## src/rtl/lpc_pkg.sv

```systemverilog
package lpc_pkg;
  typedef enum logic [1:0] {
    MODE_RUN   = 2'd0,
    MODE_IDLE  = 2'd1,
    MODE_PDOWN = 2'd2
  } modeT;

  typedef struct packed {
    logic idleOn;
    logic pdOn;
    logic pinWake;
  } modeStrobeT;
endpackage

```

## src/rtl/lpc_mode_ctrl.sv

```systemverilog
module lpc_mode_ctrl
  import lpc_pkg::*;
(
  input  logic       clk,
  input  logic       supplyOk,
  input  logic       intReset,
  input  logic       rstPin,
  input  logic       idleReq,
  input  logic       pdReq,
  input  logic       intWake,
  output modeStrobeT strb
);
  modeT mode, modeNext;

  always_comb begin
    modeNext = mode;
    if (intReset) begin
      modeNext = MODE_RUN;
    end else begin
      unique case (mode)
        MODE_RUN: begin
          if (pdReq)        modeNext = MODE_PDOWN;
          else if (idleReq) modeNext = MODE_IDLE;
        end
        MODE_IDLE: begin
          if (intWake || rstPin) modeNext = MODE_RUN;
        end
        MODE_PDOWN: modeNext = MODE_PDOWN;
        default:    modeNext = MODE_RUN;
      endcase
    end
  end

  always_ff @(posedge clk or negedge supplyOk) begin
    if (!supplyOk) mode <= MODE_RUN;
    else           mode <= modeNext;
  end

  always_comb begin
    strb.idleOn  = (mode == MODE_IDLE);
    strb.pdOn    = (mode == MODE_PDOWN);
    strb.pinWake = (mode == MODE_IDLE) && rstPin && !intReset;
  end

  AST_PD_STICKY: assert property (@(posedge clk) disable iff (!supplyOk)
    (strb.pdOn && !intReset) |=> strb.pdOn);
  AST_PD_PRIORITY: assert property (@(posedge clk) disable iff (!supplyOk)
    (!strb.idleOn && !strb.pdOn && pdReq && idleReq && !intReset) |=> strb.pdOn);
  AST_IDLE_WAKE: assert property (@(posedge clk) disable iff (!supplyOk)
    (strb.idleOn && intWake && !intReset) |=> (!strb.idleOn && !strb.pdOn));
endmodule

```

## src/rtl/lpc_drive_path.sv

```systemverilog
module lpc_drive_path
  import lpc_pkg::*;
#(
  parameter int OSC_PER_MC = 12,
  parameter int QUAL_MC    = 2
) (
  input  logic       clk,
  input  logic       supplyOk,
  input  logic       rstPin,
  input  logic       extCode,
  input  modeStrobeT strb,
  output logic       intReset,
  output logic       cpuClkEn,
  output logic       periphClkEn,
  output logic       oscEn,
  output logic       strobeOvr,
  output logic       strobeLvl,
  output logic       port0Float,
  output logic       ramWrBlock
);
  localparam int QUAL  = OSC_PER_MC * QUAL_MC;
  localparam int CNT_W = $clog2(QUAL + 1);
  localparam logic [CNT_W-1:0] QUAL_C = CNT_W'(QUAL);

  logic [CNT_W-1:0] highCnt;
  logic             wakeWin;

  always_ff @(posedge clk or negedge supplyOk) begin
    if (!supplyOk)            highCnt <= '0;
    else if (!rstPin)         highCnt <= '0;
    else if (highCnt != QUAL_C) highCnt <= highCnt + 1'b1;
  end

  assign intReset = (highCnt == QUAL_C);

  always_ff @(posedge clk or negedge supplyOk) begin
    if (!supplyOk) wakeWin <= 1'b0;
    else           wakeWin <= strb.pinWake || (wakeWin && rstPin && !intReset);
  end

  logic asleep;
  assign asleep      = strb.idleOn || strb.pdOn;
  assign cpuClkEn    = !asleep;
  assign periphClkEn = !strb.pdOn;
  assign oscEn       = !strb.pdOn || rstPin;
  assign strobeOvr   = asleep;
  assign strobeLvl   = strb.idleOn;
  assign port0Float  = asleep && extCode;
  assign ramWrBlock  = wakeWin;

  AST_QUAL_PIN: assert property (@(posedge clk) disable iff (!supplyOk)
    intReset |-> $past(rstPin));
  AST_WIN_RUNS: assert property (@(posedge clk) disable iff (!supplyOk)
    ramWrBlock |-> cpuClkEn);
  AST_PD_OSC: assert property (@(posedge clk) disable iff (!supplyOk)
    (strb.pdOn && !rstPin) |-> (!oscEn && !periphClkEn));
endmodule

```

## src/rtl/lpc_top.sv

```systemverilog
module lpc_top
  import lpc_pkg::*;
#(
  parameter int OSC_PER_MC = 12,
  parameter int QUAL_MC    = 2
) (
  input  logic clk,
  input  logic supplyOk,
  input  logic rstPin,
  input  logic idleReq,
  input  logic pdReq,
  input  logic intWake,
  input  logic extCode,
  output logic intReset,
  output logic cpuClkEn,
  output logic periphClkEn,
  output logic oscEn,
  output logic strobeOvr,
  output logic strobeLvl,
  output logic port0Float,
  output logic ramWrBlock
);
  modeStrobeT strb;

  lpc_mode_ctrl i_ctrl (
    .clk(clk), .supplyOk(supplyOk), .intReset(intReset), .rstPin(rstPin),
    .idleReq(idleReq), .pdReq(pdReq), .intWake(intWake), .strb(strb)
  );

  lpc_drive_path #(.OSC_PER_MC(OSC_PER_MC), .QUAL_MC(QUAL_MC)) i_path (
    .clk(clk), .supplyOk(supplyOk), .rstPin(rstPin), .extCode(extCode),
    .strb(strb), .intReset(intReset), .cpuClkEn(cpuClkEn),
    .periphClkEn(periphClkEn), .oscEn(oscEn), .strobeOvr(strobeOvr),
    .strobeLvl(strobeLvl), .port0Float(port0Float), .ramWrBlock(ramWrBlock)
  );
endmodule

```

## config.mk

```make
export PLATFORM = sky130hd
export DESIGN_NAME = lpc_top
export DESIGN_NICKNAME = d
export VERILOG_FILES = /design/src/rtl/lpc_pkg.sv /design/src/rtl/lpc_mode_ctrl.sv /design/src/rtl/lpc_drive_path.sv /design/src/rtl/lpc_top.sv
export SDC_FILE = /design/constraint.sdc
export NUM_CORES = 1
export LEC_CHECK = 0
export ABC_AREA = 1
export BUFFER_PORTS_ARGS = -buffer_cell sky130_fd_sc_hd__buf_4
export CELL_PAD_IN_SITES_DETAIL_PLACEMENT = 0
export CELL_PAD_IN_SITES_GLOBAL_PLACEMENT = 1
export CORE_MARGIN = 2
export CORE_UTILIZATION = 33
export CTS_CLUSTER_SIZE = 28
export DETAILED_ROUTE_END_ITERATION = 8
export MAX_ROUTING_LAYER = met4
export PLACE_DENSITY_LB_ADDON = 0.15
export SYNTH_ARGS = -nofsm -noshare
export SYNTH_HDL_FRONTEND = slang
export SYNTH_SLANG_ARGS = --single-unit
```

## constraint.sdc

```tcl
create_clock -name clk -period 1.3 [get_ports clk]
set_input_delay 0.13 -clock clk [delete_from_list [all_inputs] [get_ports clk]]
set_output_delay 0.13 -clock clk [all_outputs]
set_load 0.005 [all_outputs]
```

==> results.tsv, run 1 <==
stage	metric	value	unit
power_and_ir_drop	Seq pwr share	0.301	
critical_path	crit path capture type	primary output	
floorplan	Chip Width	42.7	um
global_route	initial antenna violation count	0	
run_status	status	finished with violations	
placed_design	port bufs	14	
sta	final setup fails	1	
detailed_routing	Routed Antenna Nets	0	
critical_path	CP startpoint kind	flip-flop	
sta	Tcrit/Tclk final	1.00	
cells_and_area	Reg area	200	um2
sta	RSZ-0062 raised after global routing	true	
detailed_routing	wire length per cell	10.1	um
critical_path	crit path kind	reg2out	
placed_design	HPWL after DPL	750	um
power_and_ir_drop	Max IR drop VDD	838	uV
yosys	#FFs+latches synth	8	
cells_and_area	fraction of layout cells with a size suffix above 1	0.400	
global_route	GRT overflow	0	
yosys	Post-Synthesis Cell Area	493	um2
placed_design	pre-CTS WS	0.0867	ns
clocking	TritonCTS Sinks	8	
global_route	Tot GR Track Use	0.150	
yosys	cell count after synthesis	62	
critical_path	slowest stage delay, CP	0.39	ns
floorplan	Cell Rows	13	
power_and_ir_drop	leakage	0.401	nW
sta	f_max	0.765	GHz
clocking	CTS tree	done	
floorplan	Die Area	1820	um2
critical_path	largest fanout on the critical path	2	
clocking	H-Tree Depth	1	
cells_and_area	n_diodes	0	
clocking	number of CTS-inserted buffers	3	
global_route	first-pass GRT wire length	2010	um
yosys	library cells used by synthesis	12	
critical_path	CP dominant cell by count	inv_2	
sta	setup TNS	-0.00638	ns
cells_and_area	# fillers	136	
floorplan	core footprint	1350	um2
power_and_ir_drop	P_int	0.715	mW
sta	Max-slew headroom	0.855	
sta	min cycle time layout	1.31	ns
clocking	clk_lat worst skew	0.25	ns
sta	fin worst setup slack	-0.00638	ns
sta	Slew @ Worst Pin	0.217	ns
critical_path	WP data required	1.17	ns
cells_and_area	Final Core Density	0.543	
floorplan	die height	42.7	um
clocking	Reg clk slew, reported paths	0.05	ns
clocking	CTS Root Buffer Type	clkbuf_4	
global_route	vias in the first global route	458	
critical_path	critical path's slowest cell	dfrtp_1	
flow_run	Max-Cap Viols	0	
sta	Fin Clk Skew	0.00575	ns
floorplan	num ports	15	
critical_path	critical path, cell by cell	inv_2, ha_4, inv_2, nor2_4, nand3_4, inv_2, buf_6	
cells_and_area	footprint of the multi-input gates	287	um2
detailed_routing	Total Wirelength	1010	um
yosys	synth warn	0	
cells_and_area	Area Overhead vs Synth	48.7	%
cells_and_area	Final Net Count	99	
power_and_ir_drop	sw power	0.374	mW
sta	Slew Viols, Final	0	
power_and_ir_drop	combinational power share	0.532	
detailed_routing	Vias/cell	4.28	
yosys	register area share after synthesis	0.406	
min_path	HP Class	in2reg	
cells_and_area	most frequent cells in the layout	18 x buf_4, 13 x nand2_1, 11 x nor2_1	
detailed_routing	vias	428	
critical_path	WP data arrival	1.18	ns
critical_path	Worst Path Buf+Inv	4	
power_and_ir_drop	Clk network pwr share	0.167	
power_and_ir_drop	Switching Share	0.344	
run_status	failing checks	negative setup slack	
placed_design	gpl congestion	0.694	
yosys	Mean Syn Cell Area	7.95	um2
sta	final hold violation count	0	
cells_and_area	commonest non-fill, non-tap cell in the layout	buf_4	
detailed_routing	DRC	0	
clocking	maximum clock path buffer count	2	
power_and_ir_drop	PD cells	1480	nW/um2
critical_path	Worst path top cell family by delay	flip-flops	
power_and_ir_drop	total power	1.09	mW
yosys	Syn Nets	74	
detailed_routing	iteration count of the initial detailed-routing pass	2	
floorplan	Starting Density	0.365	
sta	WHS	0.158	ns
detailed_routing	Iter 0 DRT Violations	1	
global_route	largest net degree at the start of global routing	9	
## cells by family after synthesis
family	after synthesis	share of synthesized area
buffers and inverters	13	0.0990
adders and majority gates	5	0.127
and+or+nand+nor	32	0.305
AOI/OAI and AO/OA	1	0.0101
xor gates and xnor gates	3	0.0533
DFF	8	0.406
## state kept, by name, summed over array words and instances, names as in the netlist
register and count:
i_ctrl.mode 2, i_path.ramWrBlock 1, i_path.highCnt 5
## worst reg2reg max path: stages (launching register included)
cell and delay [ns]:
dfrtp_1 0.39, buf_4 0.14, buf_4 0.14, ha_4 0.16, nand3_1 0.08, xor2_1 0.15, nor2_1 0.05
## synth_stat cells
cell type | number | area share
o21ai_0 | 1 | 0.010
nor2_2 | 1 | 0.013
nor2_4 | 1 | 0.023
inv_1 | 13 | 0.099
nand3_4 | 1 | 0.036
xor2_1 | 2 | 0.036
nor2_1 | 11 | 0.084
dfrtp_1 | 8 | 0.41
ha_1 | 5 | 0.13
nand3_1 | 5 | 0.051
nand2_1 | 13 | 0.099
xnor2_1 | 1 | 0.018
## per-stage QoR
| stage | instances | area, um2 |
|---|---|---|
| floorplan | 62 | 493 |
| global placement | 91 | 617 |
| detailed placement | 91 | 617 |
| CTS | 98 | 706 |
| global route | 100 | 733 |
| finish | 100 | 733 |
## metal layers
metal  vias up  global-route usage  part of all wire
met3         2              0.0383             0.031
met2         7               0.212              0.46
li1        230                   -                 -
met5         -                   -                 0
met1       189               0.204              0.51
met4         0              0.0563            0.0059
## power groups by stage
stage	clock network (mW)	logic (mW)	registers (mW)
2_1_floorplan	0	0.252	0.323
3_3_place_gp	0	0.498	0.325
3_5_place_dp	0	0.496	0.328
4_1_cts	0.190	0.565	0.328
5_1_grt	0.200	0.658	0.332
6_report	0.181	0.580	0.328
## final timing paths
path,end,slack (ns),cells after the start,startpoint
worst min register to register,i_path.ramWrBlock,0.52,2,i_path.ramWrBlock
worst max-delay path,intReset,-0.006,7,i_path.highCnt[1]
worst max register to register,i_path.highCnt[4],0.07,6,i_path.highCnt[1]
min in group asynchronous,i_path.highCnt[1],0.24,2,supplyOk
max in group asynchronous,i_path.ramWrBlock,0.92,2,supplyOk
worst min-delay path,i_path.highCnt[0],0.16,3,rstPin
## final cells by class
class | instances | area share
timing repair buffer | 20 | 0.213
multi-input combinational | 41 | 0.391
clock buffer | 3 | 0.0307
sequential | 8 | 0.273
inverter | 13 | 0.0666
tap | 15 | 0.0256
## timing repair
item	4_1_cts	5_1_grt
hold buffers	1	0
endpoints found under the setup margin	3	5
gates cloned	0	0
setup buffers	3	2
gates resized for setup	11	2
pin swaps	2	2
hold endpoints to repair	8	0
Note: power is estimated with default switching activity, not from simulation.
==> inputs of run 2 (changes only) <==
- CORE_UTILIZATION: 33 -> 30
- clock period: 1.3 -> 1.1 ns (I/O delays scaled with it)
==> results.tsv, run 2 (same netlist as run 1, synthesis figures left out) <==
stage	metric	value	unit
cells_and_area	Final Core Density	0.553	
cells_and_area	fraction of layout cells with a size suffix above 1	0.527	
clocking	H-Tree Depth	1	
global_route	largest net degree at the start of global routing	9	
critical_path	WP data required	0.99	ns
power_and_ir_drop	Clk network pwr share	0.141	
flow_run	Max-Cap Viols	0	
sta	min cycle time layout	1.31	ns
floorplan	core footprint	1520	um2
cells_and_area	Area Overhead vs Synth	70.8	%
cells_and_area	commonest non-fill, non-tap cell in the layout	buf_4	
floorplan	Starting Density	0.323	
critical_path	slowest stage delay, CP	0.39	ns
power_and_ir_drop	Max IR drop VDD	1270	uV
critical_path	WP data arrival	1.20	ns
sta	f_max	0.765	GHz
sta	fin worst setup slack	-0.207	ns
detailed_routing	Routed Antenna Nets	0	
global_route	GRT overflow	0	
global_route	Tot GR Track Use	0.144	
floorplan	Cell Rows	14	
sta	Slew @ Worst Pin	0.204	ns
cells_and_area	# fillers	151	
floorplan	num ports	15	
clocking	number of CTS-inserted buffers	3	
cells_and_area	Final Non-Filler Cells	107	
global_route	vias in the first global route	453	
global_route	first-pass GRT wire length	1880	um
critical_path	CP startpoint kind	flip-flop	
clocking	maximum clock path buffer count	2	
sta	Slew Viols, Final	0	
clocking	clk_lat worst skew	0.26	ns
placed_design	Placed Cells	96	
clocking	Reg clk slew, reported paths	0.06	ns
critical_path	critical path's slowest cell	dfrtp_1	
power_and_ir_drop	sw power	0.547	mW
global_route	initial antenna violation count	0	
power_and_ir_drop	Switching Share	0.345	
power_and_ir_drop	P_int	1.04	mW
floorplan	Chip Width	44.5	um
cells_and_area	n_diodes	0	
sta	final hold violation count	0	
placed_design	pre-CTS WS	-0.0801	ns
detailed_routing	vias	478	
power_and_ir_drop	combinational power share	0.611	
sta	Tcrit/Tclk final	1.19	
power_and_ir_drop	total power	1.58	mW
cells_and_area	Largest register FFs	5	
detailed_routing	Iter 0 DRT Violations	4	
detailed_routing	Vias/cell	4.47	
critical_path	largest fanout on the critical path	2	
power_and_ir_drop	leakage	0.437	nW
cells_and_area	Top reg by flops	i_path.highCnt	
placed_design	gpl congestion	0.745	
sta	final setup fails	15	
power_and_ir_drop	PD cells	1880	nW/um2
critical_path	crit path kind	reg2out	
critical_path	critical path, cell by cell	inv_2, ha_4, inv_2, nor2_4, nand3_4, inv_2, buf_6	
cells_and_area	Final Net Count	105	
min_path	Min-Delay Path Depth	3	
sta	Fin Clk Skew	0.0132	ns
detailed_routing	iteration count of the initial detailed-routing pass	4	
clocking	CTS Root Buffer Type	clkbuf_4	
detailed_routing	Total Wirelength	1150	um
sta	RSZ-0062 raised after global routing	true	
floorplan	die height	44.5	um
placed_design	HPWL after DPL	751	um
sta	Max-slew headroom	0.864	
power_and_ir_drop	Seq pwr share	0.248	
detailed_routing	DRC	0	
critical_path	CP dominant cell by count	inv_2	
detailed_routing	wire length per cell	10.7	um
clocking	TritonCTS Sinks	8	
min_path	HP Class	in2reg	
floorplan	Die Area	1980	um2
placed_design	port bufs	14	
clocking	CTS tree	done	
critical_path	crit path capture type	primary output	
run_status	failing checks	negative setup slack	
run_status	status	finished with violations	
cells_and_area	most frequent cells in the layout	16 x buf_4, 11 x nor2_1, 10 x nand2_1	
sta	WHS	0.133	ns
critical_path	flop-to-flop setup slack	-0.13	ns
critical_path	R2R depth	6	
[run 2: cell types whose count changed in the layout (fill, tap and decap cells not counted)]
cell,previous run,this run
nand2_1,13,10
nand2_2,0,3
buf_4,18,16
ha_4,3,5
inv_1,7,4
buf_6,1,9
inv_2,6,9
ha_1,2,0
[run 2: path summary, 6_finish.rpt]
path	from	to
max in group asynchronous	supplyOk	i_path.highCnt[3]
min in group asynchronous	supplyOk	i_path.highCnt[1]
worst min-delay path	rstPin	i_path.highCnt[0]
worst max register to register	i_path.highCnt[1]	i_path.highCnt[4]
worst min register to register	i_path.ramWrBlock	i_path.ramWrBlock
worst max-delay path	i_path.highCnt[0]	intReset
[run 2: power by group through the flow]
stage	logic, mW	registers (mW)	clock network, mW
global placement	0.606	0.384	0
floorplan	0.298	0.382	0
finish	0.967	0.393	0.223
global route	1.07	0.396	0.251
detailed placement	0.597	0.387	0
CTS	0.937	0.392	0.237
[run 2: final cells by class]
class	instances	area, um2	area share
tap	16	20.0	0.0238
multi-input combinational	41	319	0.379
clock buffer	3	22.5	0.0267
timing repair buffer	26	231	0.275
inverter	13	48.8	0.0579
sequential	8	200	0.238
[run 2: repair_timing]
item / CTS / global route
hold buffers: 1 / 0
setup endpoints to repair: 13 / 15
setup buffers: 6 / 3
pin swaps: 5 / 5
endpoints found under the hold margin: 8 / 0
gates resized for setup: 28 / 4
[run 2: metal layers]
| metal | vias up | global-route usage | share of wire |
|---|---|---|---|
| li1 | 242 | - | - |
| met1 | 226 | 0.175 | 0.44 |
| met2 | 8 | 0.203 | 0.50 |
| met3 | 2 | 0.0612 | 0.044 |
| met4 | 0 | 0.0727 | 0.011 |
| met5 | - | - | 0 |
[run 2: metrics by stage]
step                TNS (ns)  cell area (um2)
floorplan                  0              493
global placement      -0.237              648
detailed placement    -0.435              648
CTS                    -1.70              822
global route           -2.61              842
finish                 -1.78              842
[run 2: worst max-delay path, delay by kind of cell (launching register included)]
family	cells	cell delay (ns)
adder cells (fa/ha/maj)	1	0.12
buffers and inverters	4	0.26
flip-flops	1	0.39
AND/OR/NAND/NOR	2	0.17
==> inputs of run 3 (changes only) <==
- PLACE_DENSITY: default -> 0.74
- PLACE_DENSITY_LB_ADDON: 0.15 -> default
==> results.tsv, run 3 (same netlist as run 1, synthesis figures left out) <==
stage	metric	value	unit
detailed_routing	wire length per cell	11.1	um
critical_path	WP data required	0.99	ns
clocking	Reg clk slew, reported paths	0.05	ns
global_route	largest net degree at the start of global routing	9	
power_and_ir_drop	sw power	0.603	mW
power_and_ir_drop	leakage	0.479	nW
placed_design	HPWL after DPL	809	um
run_status	failing checks	negative setup slack	
global_route	first-pass GRT wire length	2110	um
placed_design	pre-CTS WS	-0.0848	ns
cells_and_area	fraction of layout cells with a size suffix above 1	0.594	
critical_path	crit path kind	reg2out	
detailed_routing	Routed Antenna Nets	0	
min_path	Hold Path End	i_path.highCnt[2]	
global_route	Tot GR Track Use	0.154	
cells_and_area	commonest non-fill, non-tap cell in the layout	buf_4	
detailed_routing	Total Wirelength	1240	um
power_and_ir_drop	total power	1.77	mW
critical_path	critical path, cell by cell	inv_1, ha_4, inv_2, nor2_4, nand3_4, inv_2, buf_6	
critical_path	slowest stage delay, CP	0.38	ns
floorplan	Cell Rows	14	
floorplan	Starting Density	0.323	
clocking	H-Tree Depth	1	
floorplan	num ports	15	
placed_design	Placed Cells	98	
cells_and_area	Final Core Density	0.593	
power_and_ir_drop	Switching Share	0.340	
clocking	number of CTS-inserted buffers	3	
power_and_ir_drop	Clk network pwr share	0.121	
cells_and_area	most frequent cells in the layout	18 x buf_4, 12 x buf_6, 10 x nor2_1	
critical_path	WP data arrival	1.19	ns
critical_path	Crit Reg-Reg Startpoint	i_ctrl.mode[1]	
clocking	CTS Root Buffer Type	clkbuf_4	
critical_path	Critical R2R Capture	i_ctrl.mode[1]	
critical_path	Worst path top cell family by delay	flip-flops	
sta	final setup fails	14	
clocking	maximum clock path buffer count	2	
flow_run	Max-Cap Viols	0	
cells_and_area	# fillers	139	
global_route	GRT overflow	0	
critical_path	largest fanout on the critical path	3	
cells_and_area	Largest register FFs	5	
power_and_ir_drop	PD cells	1960	nW/um2
detailed_routing	iteration count of the initial detailed-routing pass	3	
detailed_routing	vias	486	
min_path	HP Class	in2reg	
critical_path	critical path's slowest cell	dfrtp_1	
clocking	CTS tree	done	
sta	RSZ-0062 raised after global routing	true	
placed_design	port bufs	14	
placed_design	gpl congestion	0.723	
global_route	initial antenna violation count	0	
power_and_ir_drop	Max IR drop VDD	1530	uV
detailed_routing	DRC	0	
sta	min cycle time layout	1.30	ns
sta	Max-slew headroom	0.856	
critical_path	R2R depth	9	
critical_path	CP startpoint kind	flip-flop	
floorplan	Die Area	1980	um2
global_route	vias in the first global route	498	
critical_path	CP dominant cell by count	inv_2	
critical_path	flop-to-flop setup slack	-0.13	ns
sta	Fin Clk Skew	0.00461	ns
cells_and_area	Top reg by flops	i_path.highCnt	
sta	Tcrit/Tclk final	1.19	
detailed_routing	Iter 0 DRT Violations	2	
power_and_ir_drop	P_int	1.17	mW
sta	Slew @ Worst Pin	0.215	ns
min_path	Min-Delay Path Depth	3	
min_path	hold path startpoint	rstPin	
critical_path	Worst Path Buf+Inv	4	
cells_and_area	Area Overhead vs Synth	83.2	%
sta	fin worst setup slack	-0.204	ns
critical_path	Crit. Startpoint	i_path.highCnt[1]	
cells_and_area	n_diodes	0	
clocking	TritonCTS Sinks	8	
sta	Slew Viols, Final	0	
floorplan	die height	44.5	um
critical_path	crit path capture type	primary output	
cells_and_area	Final Non-Filler Cells	112	
clocking	clk_lat worst skew	0.25	ns
run_status	status	finished with violations	
sta	f_max	0.767	GHz
sta	final hold violation count	0	
detailed_routing	Vias/cell	4.34	
cells_and_area	Final Net Count	110	
power_and_ir_drop	combinational power share	0.655	
floorplan	core footprint	1520	um2
floorplan	Chip Width	44.5	um
power_and_ir_drop	Seq pwr share	0.224	
run 3: changes by cell type in the layout (fill, tap and decap cells not counted), sizes merged:
cell	change
buf	+5
run 3: worst max-delay path by stage:
stage / end / slack [ns] / depth (start not counted)
after CTS: intReset / -0.25 / 7
after detailed placement: intReset / -0.08 / 7
after global placement: intReset / -0.06 / 7
final: intReset / -0.20 / 7
after floorplan: i_path.highCnt[0] / 0.003 / 8
after global routing: intReset / -0.30 / 7
run 3: area by class of cell:
class | instances | area (um2) | area share
clock buffer | 3 | 22.5 | 0.0249
inverter | 13 | 48.8 | 0.0540
multi-input combinational | 41 | 332 | 0.367
sequential | 8 | 200 | 0.222
tap | 16 | 20.0 | 0.0222
timing repair buffer | 31 | 280 | 0.310
run 3: power groups by stage:
stage / logic (mW) / registers [mW] / clock network, mW
after floorplan: 0.298 / 0.382 / 0
final: 1.16 / 0.397 / 0.215
after global placement: 0.640 / 0.388 / 0
after CTS: 0.992 / 0.393 / 0.225
after global routing: 1.26 / 0.400 / 0.246
after detailed placement: 0.635 / 0.388 / 0
run 3: through the flow:
step	hold slack (ns)	cell area (um2)	setup TNS, ns
final	0.137	903	-1.73
after floorplan	-0.186	493	0
after CTS	0.140	837	-1.84
after global routing	0.140	903	-2.70
after detailed placement	-0.0646	663	-0.409
after global placement	-0.0664	663	-0.269
run 3: routing by layer:
layer,track usage,vias to the layer above,wire (um)
met5,-,-,0
met4,0.0727,0,0
met3,0.0367,0,55
met2,0.229,12,649
met1,0.195,221,535
li1,-,253,-
run 3: worst min-delay path: cells and delay by family:
kind	cells	cell delay [ns]
AND/OR/NAND/NOR	2	0.11
buffers and inverters	1	0.13
run 3: what timing repair did:
action                                 CTS  global route
setup endpoints to repair               13            15
buffers inserted                         6             4
resized for setup                       29            10
endpoints found under the hold margin    8             0
pin swaps                                8             8
hold buffers                             1             0
